### config.mk
export PLATFORM = sky130hd
export DESIGN_NAME = priv_csr_file
export DESIGN_NICKNAME = d
export VERILOG_FILES = /design/src/rtl/priv_csr_pkg.sv /design/src/rtl/csr_addr_decode.sv /design/src/rtl/csr_status_warl.sv /design/src/rtl/csr_delta_counter.sv /design/src/rtl/priv_csr_file.sv
export SDC_FILE = /design/constraint.sdc
export NUM_CORES = 2
export LEC_CHECK = 0
export BUFFER_PORTS_ARGS = -buffer_cell sky130_fd_sc_hd__buf_4
export CAP_MARGIN = 20
export CORE_ASPECT_RATIO = 0.6
export CORE_UTILIZATION = 35
export DETAILED_ROUTE_END_ITERATION = 8
export PLACE_DENSITY = 0.58
export SLEW_MARGIN = 40
export SYNTH_ARGS = -nofsm -noshare
export SYNTH_HDL_FRONTEND = slang
export SYNTH_HIERARCHICAL = 1
export SYNTH_SLANG_ARGS = --single-unit
### constraint.sdc
create_clock -name clk -period 7.2 [get_ports clk]
set_input_delay 1.44 -clock clk [delete_from_list [all_inputs] [get_ports clk]]
set_output_delay 1.44 -clock clk [all_outputs]
set_load 0.02 [all_outputs]
### src/rtl/priv_csr_pkg.sv
package priv_csr_pkg;

    localparam logic [11:0] A_MSTATUS   = 12'h300;
    localparam logic [11:0] A_MDELEG    = 12'h303;
    localparam logic [11:0] A_MIE       = 12'h304;
    localparam logic [11:0] A_MTVEC     = 12'h305;
    localparam logic [11:0] A_MTIMECMP  = 12'h321;
    localparam logic [11:0] A_MSCRATCH  = 12'h340;
    localparam logic [11:0] A_MEPC      = 12'h341;
    localparam logic [11:0] A_MCAUSE    = 12'h342;
    localparam logic [11:0] A_MIP       = 12'h344;
    localparam logic [11:0] A_SSTATUS   = 12'h100;
    localparam logic [11:0] A_SIE       = 12'h104;
    localparam logic [11:0] A_STVEC     = 12'h105;
    localparam logic [11:0] A_SSCRATCH  = 12'h140;
    localparam logic [11:0] A_SEPC      = 12'h141;
    localparam logic [11:0] A_SCAUSE    = 12'h142;
    localparam logic [11:0] A_SIP       = 12'h144;
    localparam logic [11:0] A_MTIME     = 12'h701;
    localparam logic [11:0] A_TOHOST    = 12'h780;
    localparam logic [11:0] A_FROMHOST  = 12'h781;
    localparam logic [11:0] A_UTIME     = 12'hC01;
    localparam logic [11:0] A_URET      = 12'hC02;
    localparam logic [11:0] A_UTIMEH    = 12'hC81;
    localparam logic [11:0] A_URETH     = 12'hC82;

    // status bit positions
    localparam int B_SIE  = 1;
    localparam int B_MIE  = 3;
    localparam int B_SPIE = 5;
    localparam int B_MPIE = 7;
    localparam int B_SPP  = 8;
    localparam int B_MPP  = 11;  // [12:11]
    localparam int B_FS   = 13;  // [14:13]
    localparam int B_XS   = 15;  // [16:15]
    localparam int B_MPRV = 17;
    localparam int B_PUM  = 18;
    localparam int B_VM   = 24;  // [28:24]

    // interrupt bit positions
    localparam int B_SSIP = 1;
    localparam int B_MSIP = 3;
    localparam int B_STIP = 5;
    localparam int B_MTIP = 7;
    localparam int B_HOST = 8;

    typedef enum logic [4:0] {
        S_NONE, S_MSTATUS, S_SSTATUS, S_MIP, S_MIE, S_SIP, S_SIE, S_MDELEG,
        S_MEPC, S_MSCRATCH, S_MCAUSE, S_MTVEC, S_SEPC, S_SSCRATCH, S_SCAUSE,
        S_STVEC, S_MTIME, S_MTIMECMP, S_UTIME, S_UTIMEH, S_URET, S_URETH,
        S_TOHOST, S_FROMHOST
    } csr_sel_e;

endpackage

### src/rtl/csr_addr_decode.sv
module csr_addr_decode
    import priv_csr_pkg::*;
#(
    parameter int XLEN = 64
) (
    input  logic [11:0] addr_i,
    output csr_sel_e    sel_o,
    output logic        illegal_o
);
    localparam bit HAS_HI = (XLEN == 32);

    always_comb begin
        case (addr_i)
            A_MSTATUS:  sel_o = S_MSTATUS;
            A_SSTATUS:  sel_o = S_SSTATUS;
            A_MIP:      sel_o = S_MIP;
            A_MIE:      sel_o = S_MIE;
            A_SIP:      sel_o = S_SIP;
            A_SIE:      sel_o = S_SIE;
            A_MDELEG:   sel_o = S_MDELEG;
            A_MEPC:     sel_o = S_MEPC;
            A_MSCRATCH: sel_o = S_MSCRATCH;
            A_MCAUSE:   sel_o = S_MCAUSE;
            A_MTVEC:    sel_o = S_MTVEC;
            A_SEPC:     sel_o = S_SEPC;
            A_SSCRATCH: sel_o = S_SSCRATCH;
            A_SCAUSE:   sel_o = S_SCAUSE;
            A_STVEC:    sel_o = S_STVEC;
            A_MTIME:    sel_o = S_MTIME;
            A_MTIMECMP: sel_o = S_MTIMECMP;
            A_UTIME:    sel_o = S_UTIME;
            A_URET:     sel_o = S_URET;
            A_UTIMEH:   sel_o = HAS_HI ? S_UTIMEH : S_NONE;
            A_URETH:    sel_o = HAS_HI ? S_URETH : S_NONE;
            A_TOHOST:   sel_o = S_TOHOST;
            A_FROMHOST: sel_o = S_FROMHOST;
            default:    sel_o = S_NONE;
        endcase
        illegal_o = (sel_o == S_NONE);
    end
endmodule

### src/rtl/csr_status_warl.sv
module csr_status_warl
    import priv_csr_pkg::*;
#(
    parameter int XLEN    = 64,
    parameter bit HAS_EXT = 1'b0
) (
    input  logic [XLEN-1:0] old_i,
    input  logic [XLEN-1:0] wval_i,
    output logic [XLEN-1:0] new_o
);
    localparam logic [XLEN-1:0] FIXED_MSK =
        (XLEN'(1) << B_SIE)  | (XLEN'(1) << B_MIE)  | (XLEN'(1) << B_SPIE) |
        (XLEN'(1) << B_MPIE) | (XLEN'(1) << B_SPP)  | (XLEN'(3) << B_FS)   |
        (XLEN'(1) << B_MPRV) | (XLEN'(1) << B_PUM);
    localparam logic [XLEN-1:0] XS_MSK  = XLEN'(3) << B_XS;
    localparam logic [XLEN-1:0] MPP_MSK = XLEN'(3) << B_MPP;
    localparam logic [XLEN-1:0] VM_MSK  = XLEN'(31) << B_VM;

    logic [4:0]      vm_w;
    logic [1:0]      mpp_w;
    logic            vm_ok;
    logic [XLEN-1:0] msk;
    logic [XLEN-1:0] merged;

    always_comb begin
        vm_w  = wval_i[B_VM +: 5];
        mpp_w = wval_i[B_MPP +: 2];
        if (XLEN == 32) vm_ok = (vm_w == 5'd0) || (vm_w == 5'd8);
        else            vm_ok = (vm_w == 5'd0) || (vm_w == 5'd9) || (vm_w == 5'd10);
        msk = FIXED_MSK;
        if (HAS_EXT)        msk = msk | XS_MSK;
        if (vm_ok)          msk = msk | VM_MSK;
        if (mpp_w != 2'd2)  msk = msk | MPP_MSK;
        merged = (old_i & ~msk) | (wval_i & msk);
        new_o  = merged;
        new_o[XLEN-1] = (merged[B_FS +: 2] == 2'b11) || (merged[B_XS +: 2] == 2'b11);
    end
endmodule

### src/rtl/csr_delta_counter.sv
module csr_delta_counter #(
    parameter int XLEN = 64
) (
    input  logic [63:0]     base_i,
    input  logic [63:0]     delta_q_i,
    input  logic [XLEN-1:0] wdata_i,
    input  logic            wr_lo_i,
    input  logic            wr_hi_i,
    output logic [XLEN-1:0] rd_lo_o,
    output logic [31:0]     rd_hi_o,
    output logic [63:0]     delta_d_o
);
    logic [63:0] sum;
    logic [63:0] diff_lo;
    logic [63:0] diff_hi;

    always_comb begin
        sum     = base_i + delta_q_i;
        rd_lo_o = sum[XLEN-1:0];
        rd_hi_o = sum[63:32];
        diff_lo = 64'(wdata_i) - base_i;
        diff_hi = {wdata_i[31:0], 32'b0} - base_i;
    end

    generate
        if (XLEN == 32) begin : g_split
            always_comb begin
                delta_d_o = delta_q_i;
                if (wr_lo_i)      delta_d_o = {delta_q_i[63:32], diff_lo[31:0]};
                else if (wr_hi_i) delta_d_o = {diff_hi[63:32], delta_q_i[31:0]};
            end
        end else begin : g_full
            always_comb begin
                delta_d_o = delta_q_i;
                if (wr_lo_i) delta_d_o = diff_lo;
            end
        end
    endgenerate
endmodule

### src/rtl/priv_csr_file.sv
module priv_csr_file
    import priv_csr_pkg::*;
#(
    parameter int              XLEN      = 64,
    parameter bit              HAS_EXT   = 1'b0,
    parameter logic [XLEN-1:0] MTVEC_VAL = XLEN'(32'h100)
) (
    input  logic            clk,
    input  logic            rst_n,
    input  logic [11:0]     addr_i,
    input  logic [XLEN-1:0] wdata_i,
    input  logic            we_i,
    input  logic [63:0]     rtc_i,
    input  logic [63:0]     instret_i,
    input  logic            tohost_clr_i,
    output logic [XLEN-1:0] rdata_o,
    output logic            illegal_o,
    output logic [XLEN-1:0] tohost_o
);
    localparam logic [XLEN-1:0] I_SSIP = XLEN'(1) << B_SSIP;
    localparam logic [XLEN-1:0] I_MSIP = XLEN'(1) << B_MSIP;
    localparam logic [XLEN-1:0] I_STIP = XLEN'(1) << B_STIP;
    localparam logic [XLEN-1:0] I_MTIP = XLEN'(1) << B_MTIP;
    localparam logic [XLEN-1:0] I_HOST = XLEN'(1) << B_HOST;
    localparam logic [XLEN-1:0] I_ALL  = I_SSIP | I_MSIP | I_STIP | I_MTIP | I_HOST;
    localparam logic [XLEN-1:0] I_SUP  = I_SSIP | I_STIP;
    localparam logic [XLEN-1:0] SV_MSK =
        (XLEN'(1) << B_SIE) | (XLEN'(1) << B_SPIE) | (XLEN'(1) << B_SPP) |
        (XLEN'(3) << B_FS)  | (XLEN'(3) << B_XS)   | (XLEN'(1) << B_PUM);
    localparam logic [XLEN-1:0] SD_BIT = XLEN'(1) << (XLEN - 1);

    typedef struct packed {
        logic [XLEN-1:0] mstatus;
        logic [XLEN-1:0] mip;
        logic [XLEN-1:0] mie;
        logic [XLEN-1:0] mdeleg;
        logic [XLEN-1:0] mepc;
        logic [XLEN-1:0] mscratch;
        logic [XLEN-1:0] mcause;
        logic [XLEN-1:0] sepc;
        logic [XLEN-1:0] sscratch;
        logic [XLEN-1:0] scause;
        logic [XLEN-1:0] stvec;
        logic [XLEN-1:0] mtimecmp;
        logic [XLEN-1:0] tohost;
        logic [XLEN-1:0] fromhost;
        logic [63:0]     tdelta;
        logic [63:0]     idelta;
    } csr_state_t;

    csr_state_t      st_d, st_q;
    csr_sel_e        sel;
    logic            bad_addr;
    logic [XLEN-1:0] status_wval;
    logic [XLEN-1:0] status_new;
    logic [XLEN-1:0] t_lo, i_lo;
    logic [31:0]     t_hi, i_hi;
    logic [63:0]     tdelta_nx, idelta_nx;
    logic            wr_any;

    assign wr_any = we_i && !bad_addr;

    csr_addr_decode #(.XLEN(XLEN)) u_dec (
        .addr_i    (addr_i),
        .sel_o     (sel),
        .illegal_o (bad_addr)
    );

    assign status_wval = (sel == S_SSTATUS)
                       ? ((st_q.mstatus & ~SV_MSK) | (wdata_i & SV_MSK))
                       : wdata_i;

    csr_status_warl #(.XLEN(XLEN), .HAS_EXT(HAS_EXT)) u_status (
        .old_i  (st_q.mstatus),
        .wval_i (status_wval),
        .new_o  (status_new)
    );

    csr_delta_counter #(.XLEN(XLEN)) u_time (
        .base_i    (rtc_i),
        .delta_q_i (st_q.tdelta),
        .wdata_i   (wdata_i),
        .wr_lo_i   (wr_any && sel == S_UTIME),
        .wr_hi_i   (wr_any && sel == S_UTIMEH),
        .rd_lo_o   (t_lo),
        .rd_hi_o   (t_hi),
        .delta_d_o (tdelta_nx)
    );

    csr_delta_counter #(.XLEN(XLEN)) u_ret (
        .base_i    (instret_i),
        .delta_q_i (st_q.idelta),
        .wdata_i   (wdata_i),
        .wr_lo_i   (wr_any && sel == S_URET),
        .wr_hi_i   (wr_any && sel == S_URETH),
        .rd_lo_o   (i_lo),
        .rd_hi_o   (i_hi),
        .delta_d_o (idelta_nx)
    );

    // next-state computation
    always_comb begin
        st_d        = st_q;
        st_d.tdelta = tdelta_nx;
        st_d.idelta = idelta_nx;
        if (rtc_i[XLEN-1:0] >= st_q.mtimecmp) st_d.mip = st_d.mip | I_MTIP;
        if (tohost_clr_i) st_d.tohost = '0;
        if (wr_any) begin
            case (sel)
                S_MSTATUS, S_SSTATUS: st_d.mstatus = status_new;
                S_MIP:      st_d.mip  = (st_d.mip & ~(I_ALL & ~I_MTIP)) | (wdata_i & (I_ALL & ~I_MTIP));
                S_SIP:      st_d.mip  = (st_d.mip & ~I_SSIP) | (wdata_i & I_SSIP);
                S_MIE:      st_d.mie  = (st_q.mie & ~I_ALL) | (wdata_i & I_ALL);
                S_SIE:      st_d.mie  = (st_q.mie & ~I_SUP) | (wdata_i & I_SUP);
                S_MDELEG:   st_d.mdeleg = wdata_i & I_SUP;
                S_MEPC:     st_d.mepc     = wdata_i;
                S_MSCRATCH: st_d.mscratch = wdata_i;
                S_MCAUSE:   st_d.mcause   = wdata_i;
                S_SEPC:     st_d.sepc     = wdata_i;
                S_SSCRATCH: st_d.sscratch = wdata_i;
                S_SCAUSE:   st_d.scause   = wdata_i;
                S_STVEC:    st_d.stvec    = {wdata_i[XLEN-1:2], 2'b00};
                S_MTIMECMP: begin
                    st_d.mtimecmp = wdata_i;
                    st_d.mip      = st_d.mip & ~I_MTIP;
                end
                S_TOHOST:   if (st_q.tohost == '0 && !tohost_clr_i) st_d.tohost = wdata_i;
                S_FROMHOST: begin
                    st_d.fromhost = wdata_i;
                    st_d.mip      = (|wdata_i) ? (st_d.mip | I_HOST) : (st_d.mip & ~I_HOST);
                end
                default: ;
            endcase
        end
    end

    always_ff @(posedge clk or negedge rst_n) begin
        if (!rst_n) begin
            st_q          <= '0;
            st_q.mtimecmp <= '1;
        end else begin
            st_q <= st_d;
        end
    end

    // read path
    always_comb begin
        case (sel)
            S_MSTATUS:  rdata_o = st_q.mstatus;
            S_SSTATUS:  rdata_o = st_q.mstatus & (SV_MSK | SD_BIT);
            S_MIP:      rdata_o = st_q.mip;
            S_SIP:      rdata_o = st_q.mip & I_SUP;
            S_MIE:      rdata_o = st_q.mie;
            S_SIE:      rdata_o = st_q.mie & I_SUP;
            S_MDELEG:   rdata_o = st_q.mdeleg;
            S_MEPC:     rdata_o = st_q.mepc;
            S_MSCRATCH: rdata_o = st_q.mscratch;
            S_MCAUSE:   rdata_o = st_q.mcause;
            S_MTVEC:    rdata_o = MTVEC_VAL;
            S_SEPC:     rdata_o = st_q.sepc;
            S_SSCRATCH: rdata_o = st_q.sscratch;
            S_SCAUSE:   rdata_o = st_q.scause;
            S_STVEC:    rdata_o = st_q.stvec;
            S_MTIME:    rdata_o = rtc_i[XLEN-1:0];
            S_MTIMECMP: rdata_o = st_q.mtimecmp;
            S_UTIME:    rdata_o = t_lo;
            S_UTIMEH:   rdata_o = XLEN'(t_hi);
            S_URET:     rdata_o = i_lo;
            S_URETH:    rdata_o = XLEN'(i_hi);
            S_TOHOST:   rdata_o = st_q.tohost;
            S_FROMHOST: rdata_o = st_q.fromhost;
            default:    rdata_o = '0;
        endcase
    end

    assign illegal_o = bad_addr;
    assign tohost_o  = st_q.tohost;

    // assertions
    p_mpp_legal_r2: assert property (@(posedge clk) disable iff (!rst_n)
        st_q.mstatus[B_MPP +: 2] != 2'd2);
    p_sd_derived_r3: assert property (@(posedge clk) disable iff (!rst_n)
        st_q.mstatus[XLEN-1] == ((st_q.mstatus[B_FS +: 2] == 2'b11) || (st_q.mstatus[B_XS +: 2] == 2'b11)));
    p_xs_locked_r1: assert property (@(posedge clk) disable iff (!rst_n)
        !HAS_EXT |-> (st_q.mstatus[B_XS +: 2] == 2'b00));
    p_deleg_mask_r5: assert property (@(posedge clk) disable iff (!rst_n)
        (st_q.mdeleg & ~I_SUP) == '0);
    p_stvec_align_r7: assert property (@(posedge clk) disable iff (!rst_n)
        st_q.stvec[1:0] == 2'b00);
    p_cmp_clears_r8: assert property (@(posedge clk) disable iff (!rst_n)
        (we_i && sel == S_MTIMECMP) |=> !st_q.mip[B_MTIP]);
    p_tohost_hold_r12: assert property (@(posedge clk) disable iff (!rst_n)
        (st_q.tohost != '0 && !tohost_clr_i) |=> $stable(st_q.tohost));
    p_host_irq_r13: assert property (@(posedge clk) disable iff (!rst_n)
        (we_i && sel == S_FROMHOST) |=> (st_q.mip[B_HOST] == (st_q.fromhost != '0)));
    p_illegal_read_r14: assert property (@(posedge clk) disable iff (!rst_n)
        illegal_o |-> (rdata_o == '0));
endmodule

# Word-level counts from Yosys, hierarchy flattened
# Cells that the tools add are included.
word_totals:
  reg_bits: 960
  input_bits: 208
  output_inout_bits: 129
  elab_cells: 129
classes:
  addsub: 4
  n_lt_le_gt_ge: 1
  eq_ne: 49
  mux: 23
  n_bitwise: 9
  reduce_logical: 27
ops:
  columns: ["operator", "n"]
  rows:
  - ["$pmux 64 s23", 1]
  - ["$mux 832", 1]
  - ["$mux 64", 12]
  - ["$pmux 64 s4", 1]
  - ["$add 64x64->64", 2]
  - ["$or 64x9->64", 2]
  - ["$pmux 64 s2", 1]
  - ["$sub 64x64->64", 2]
  - ["$eq 12x10->1 const B", 9]
  - ["$pmux 5 s21", 1]
  - ["$eq 12x9->1 const B", 7]
  - ["$ge 64x64->1", 1]
  - ["$logic_not 64->1", 1]
  - ["$or 64x2->64", 1]
  - ["$or 64x6->64", 1]
  - ["$reduce_or 64->1", 1]
  - ["$and 63x29->63", 1]
  - ["$and 63x63->63", 1]
  - ["$mux 63", 1]
  - ["$not 29->63", 1]
  - ["$or 63x19->63", 1]
  - ["$or 63x63->63", 1]
  - ["$eq 5x4->1 const B", 10]
  - ["$eq 5x5->1 const B", 8]
  - ["19 further kinds", 45]

# Logic depth before layout (Yosys ltp)
depth:
  depth_word: 14
  ltp_mapped: 17
  ltp_nobuf: 16

# Cells and area by module
# Netlist, hierarchy kept.
by_module_without_submodules:
  columns: ["mod", "n_inst", "cells_each", "area_per_inst_um2", "seq_area_each_um2"]
  rows:
  - ["priv_csr_file", 1, 3226, 40646.5, 22626.7]
  - ["csr_delta_counter at u_ret", 1, 1360, 9017.4, 0.0]
  - ["csr_delta_counter at u_time", 1, 1299, 8783.4, 0.0]
  - ["csr_status_warl", 1, 81, 589.3, 0.0]
  - ["csr_addr_decode", 1, 68, 455.4, 0.0]

# Worst setup path before layout
# No wires, ideal clock.
synth_path:
  kind: "input port to output port"
  from: "input instret_i[0]"
  to: "output rdata_o[54]"
  t_arrival_ps: 4757
  required_time_ps: 5760
  slack_ps: 1003
  stages: 17
  path_buffers: 1
  path_cell_list: "ha_1 -> fa_1 -> a211oi_1 -> o211ai_1 -> a41oi_1 -> o211ai_1 -> a221oi_1 -> o21ai_1 -> a41oi_2 -> o31a_1 -> o21ai_1 -> xor2_1 -> buf_4 -> a22oi_1 -> nand2_1 -> nor2_1 -> nand4_1"
synth_via:
  elab_chain_len: 2
synth_lines:
  columns: ["item", "line_no", "text"]
  rows:
  - ["from (decl)", "priv_csr_file.sv:14", "input logic [63:0] instret_i,"]
  - ["$add 64x64->64", "csr_delta_counter.sv:18", "sum = base_i + delta_q_i;"]
  - ["net i_hi[22]", "priv_csr_file.sv:57", "logic [31:0] t_hi, i_hi;"]
  - ["$pmux 64 s23", "priv_csr_file.sv:148", "case (sel)"]
  - ["to (decl)", "priv_csr_file.sv:16", "output logic [XLEN-1:0] rdata_o,"]
# The timed path passes the listed nets, and every way through them passes these cells.

# Final worst setup path
layout_path:
  from: "input rtc_i[3]"
  to: "output rdata_o[21]"
layout_via:
  elab_chain_len: 2
layout_lines:
  columns: ["item", "line_no", "text"]
  rows:
  - ["from (decl)", "priv_csr_file.sv:13", "input logic [63:0] rtc_i,"]
  - ["$add 64x64->64", "csr_delta_counter.sv:18", null]
  - ["net t_hi[21]", "priv_csr_file.sv:57", null]
  - ["$pmux 64 s23", "priv_csr_file.sv:148", null]
# The timed path passes the listed nets, and every way through them passes these cells.

==> key figures <==
Drt
  • DR WL/cell: 34.4 um
  • Initial DRC count: 7870
  • Routed via count: 52300
  • DR DRC count: 0
  • Routed vias/inst: 6.25
  • DR pass1 iterations: 8
  • Final wirelength: 288 mm
  • Routed Antenna Nets: 0

GRT
  • Vias in the first global route: 48800
  • Total track usage: 32.9%
  • Initial antenna violation count: 17
  • Largest net degree at the start of global routing: 134
  • Total grt overflow: 0
  • First-pass GRT wire length: 396 mm

STA
  • Final setup vio count: 0
  • Min Clock Period, post-route: 7180 ps
  • Final Skew: 48.3 ps
  • RSZ-0062 raised after global routing: true
  • Slew headroom: 31.6%
  • Final-report max-slew violation count: 0
  • Worst Max-Slew Pin Slew: 1020 ps
  • Final hold violations: 0
  • F_max: 0.139 GHz
  • Period utilization: 99.7%

CTS
  • Num CTS Buffers: 91
  • CTS Hold Bufs: 0
  • Root buf cell: clkbuf_16
  • Clock sink count: 901
  • Clk_lat worst skew: 760 ps
  • CTS tree: yes
  • Maximum root-to-sink buffer count: 3
  • Worst-path clk slew: 60 ps
  • CTS H-tree depth: 3

Logic synthesis
  • Post-synthesis net count: 6511
  • Gate count after technology mapping: 5983
  • Yosys warns: 6
  • Avg Cell Area, Syn: 9.85 um2
  • Cell Area, Synth: 59000 um2

Placed design
  • Detailed placement HPWL: 214 mm
  • Area after DPL: 63800 um2
  • Dpl cells: 8188
  • Port Buffer Count: 336
  • GP Congestion: 1.02

Critical path
  • CP endpoint kind: output pin
  • Crit path DAT: 5740 ps
  • Worst Path Required: 5760 ps
  • CP Class: in2out
  • Setup crit start kind: input pin
  • Max FO, Critical Path: 4

Power
  • Pwr/cell area: 178 nW/um2
  • Leakage power: 32.1 nW
  • Peak supply drop: 0.225 mV

Cells and area
  • Layout overhead on the synthesized area: 14.3%
  • Final Cell Area: 67400 um2
  • Layout Nets: 6572
  • Share of layout cells above drive strength 1: 27.1%
  • Final instance count without filler cells: 8376

Floorplan
  • Core Area: 167000 um2
  • I/O Pins: 337
  • Num rows: 116
  • Die area: 170000 um2
  • Initial Util: 35.3%
  • Die Span Y: 320 um
  • Chip width: 532 um

Worst hold path
  • Class of the worst hold path: reg2reg

Run
  • Maxcap violations: 0

Run status
  • Status: completed
[cell type report]
cell class / count / area [um2]
Clock inverter: 39 / 528
Tap cell: 2242 / 2810
Fill cell: 16400 / 99500
Multi-Input combinational cell: 4105 / 32500
Antenna cell: 11 / 27.5
Sequential cell: 901 / 22600
Clock buffer: 133 / 2610
Inverter: 347 / 1300
Timing Repair Buffer: 598 / 5020
[path summary, 6_finish.rpt]
check                      startpoint      endpoint  slack (ps)  depth (start not counted)
max                          rtc_i[3]   rdata_o[21]          20                         21
min                         st_q[930]     st_q[930]         380                          0
max reg2reg                 st_q[270]     st_q[903]        3930                          9
min reg2reg                 st_q[930]     st_q[930]         380                          0
max in group asynchronous       rst_n  tohost_o[21]        4860                          3
min in group asynchronous       rst_n      st_q[65]         680                          1
[report_power, final]
group	total (mW)	switching, mW	internal (mW)
Combinational	1.72	1.20	0.519
Sequential	5.06	0.000117	5.06
Clock	5.22	2.34	2.87
Total	12.0	3.54	8.45
[worst max-delay path, cell delays in order]
cell and delay, ps:
buf_4 130, ha_1 310, a21o_1 230, a2111oi_4 410, a21oi_4 150, o211ai_1 240
buf_4 180, a21oi_2 80, o21ai_1 220, buf_4 170, a21oi_1 130, o21ai_2 340
buf_4 190, o21ai_0 90, xor2_1 220, a22oi_1 320, buf_4 200, nand3_1 60
nor2_1 220, nand3_1 170, buf_4 190
[through the flow]
step | worst slack, ps | power (mW) | utilization (%) | hold WS, ps | TNS, ps
floorplan | 1000 | 6.01 | - | 428 | 0
global placement | -365 | 6.78 | 38.1 | 364 | -2790
detailed placement | -389 | 6.79 | 38.2 | 365 | -3420
CTS | 8.41 | 12.0 | 40.2 | 381 | 0
global route | -56.6 | 12.3 | 40.4 | 387 | -117
finish | 23.5 | 12.0 | 40.4 | 378 | 0
[timing repair]
action	in CTS	in global routing
endpoints found under the setup margin	30	37
gates resized for setup	27	49
pin swaps	7	27
buffers inserted	0	5
hold endpoints to repair	0	0
[registers in the layout, summed over array words and instances (netlist names)]
name / flops
st_q: 837
tohost_o: 64
[placed cells by master (no fill, tap or decap), types with 213 or more instances in the layout]
cell type,count
nor2_1,213
a21oi_1,337
ha_1,314
nand2_1,343
buf_4,552
mux2_2,689
inv_1,345
o21ai_0,213
dfrtp_1,837
a22oi_1,299
[routing by layer]
layer  vias to the layer above  part of all wire [%]  GRT usage [%]
met5                         -                 0.083              0
met1                     26600                    44           48.3
met2                      3341                    38           42.4
met3                       441                    14           13.6
li1                      21900                     -              -
met4                        14                   3.5           10.8
Note: power is estimated with default switching activity, not from simulation.
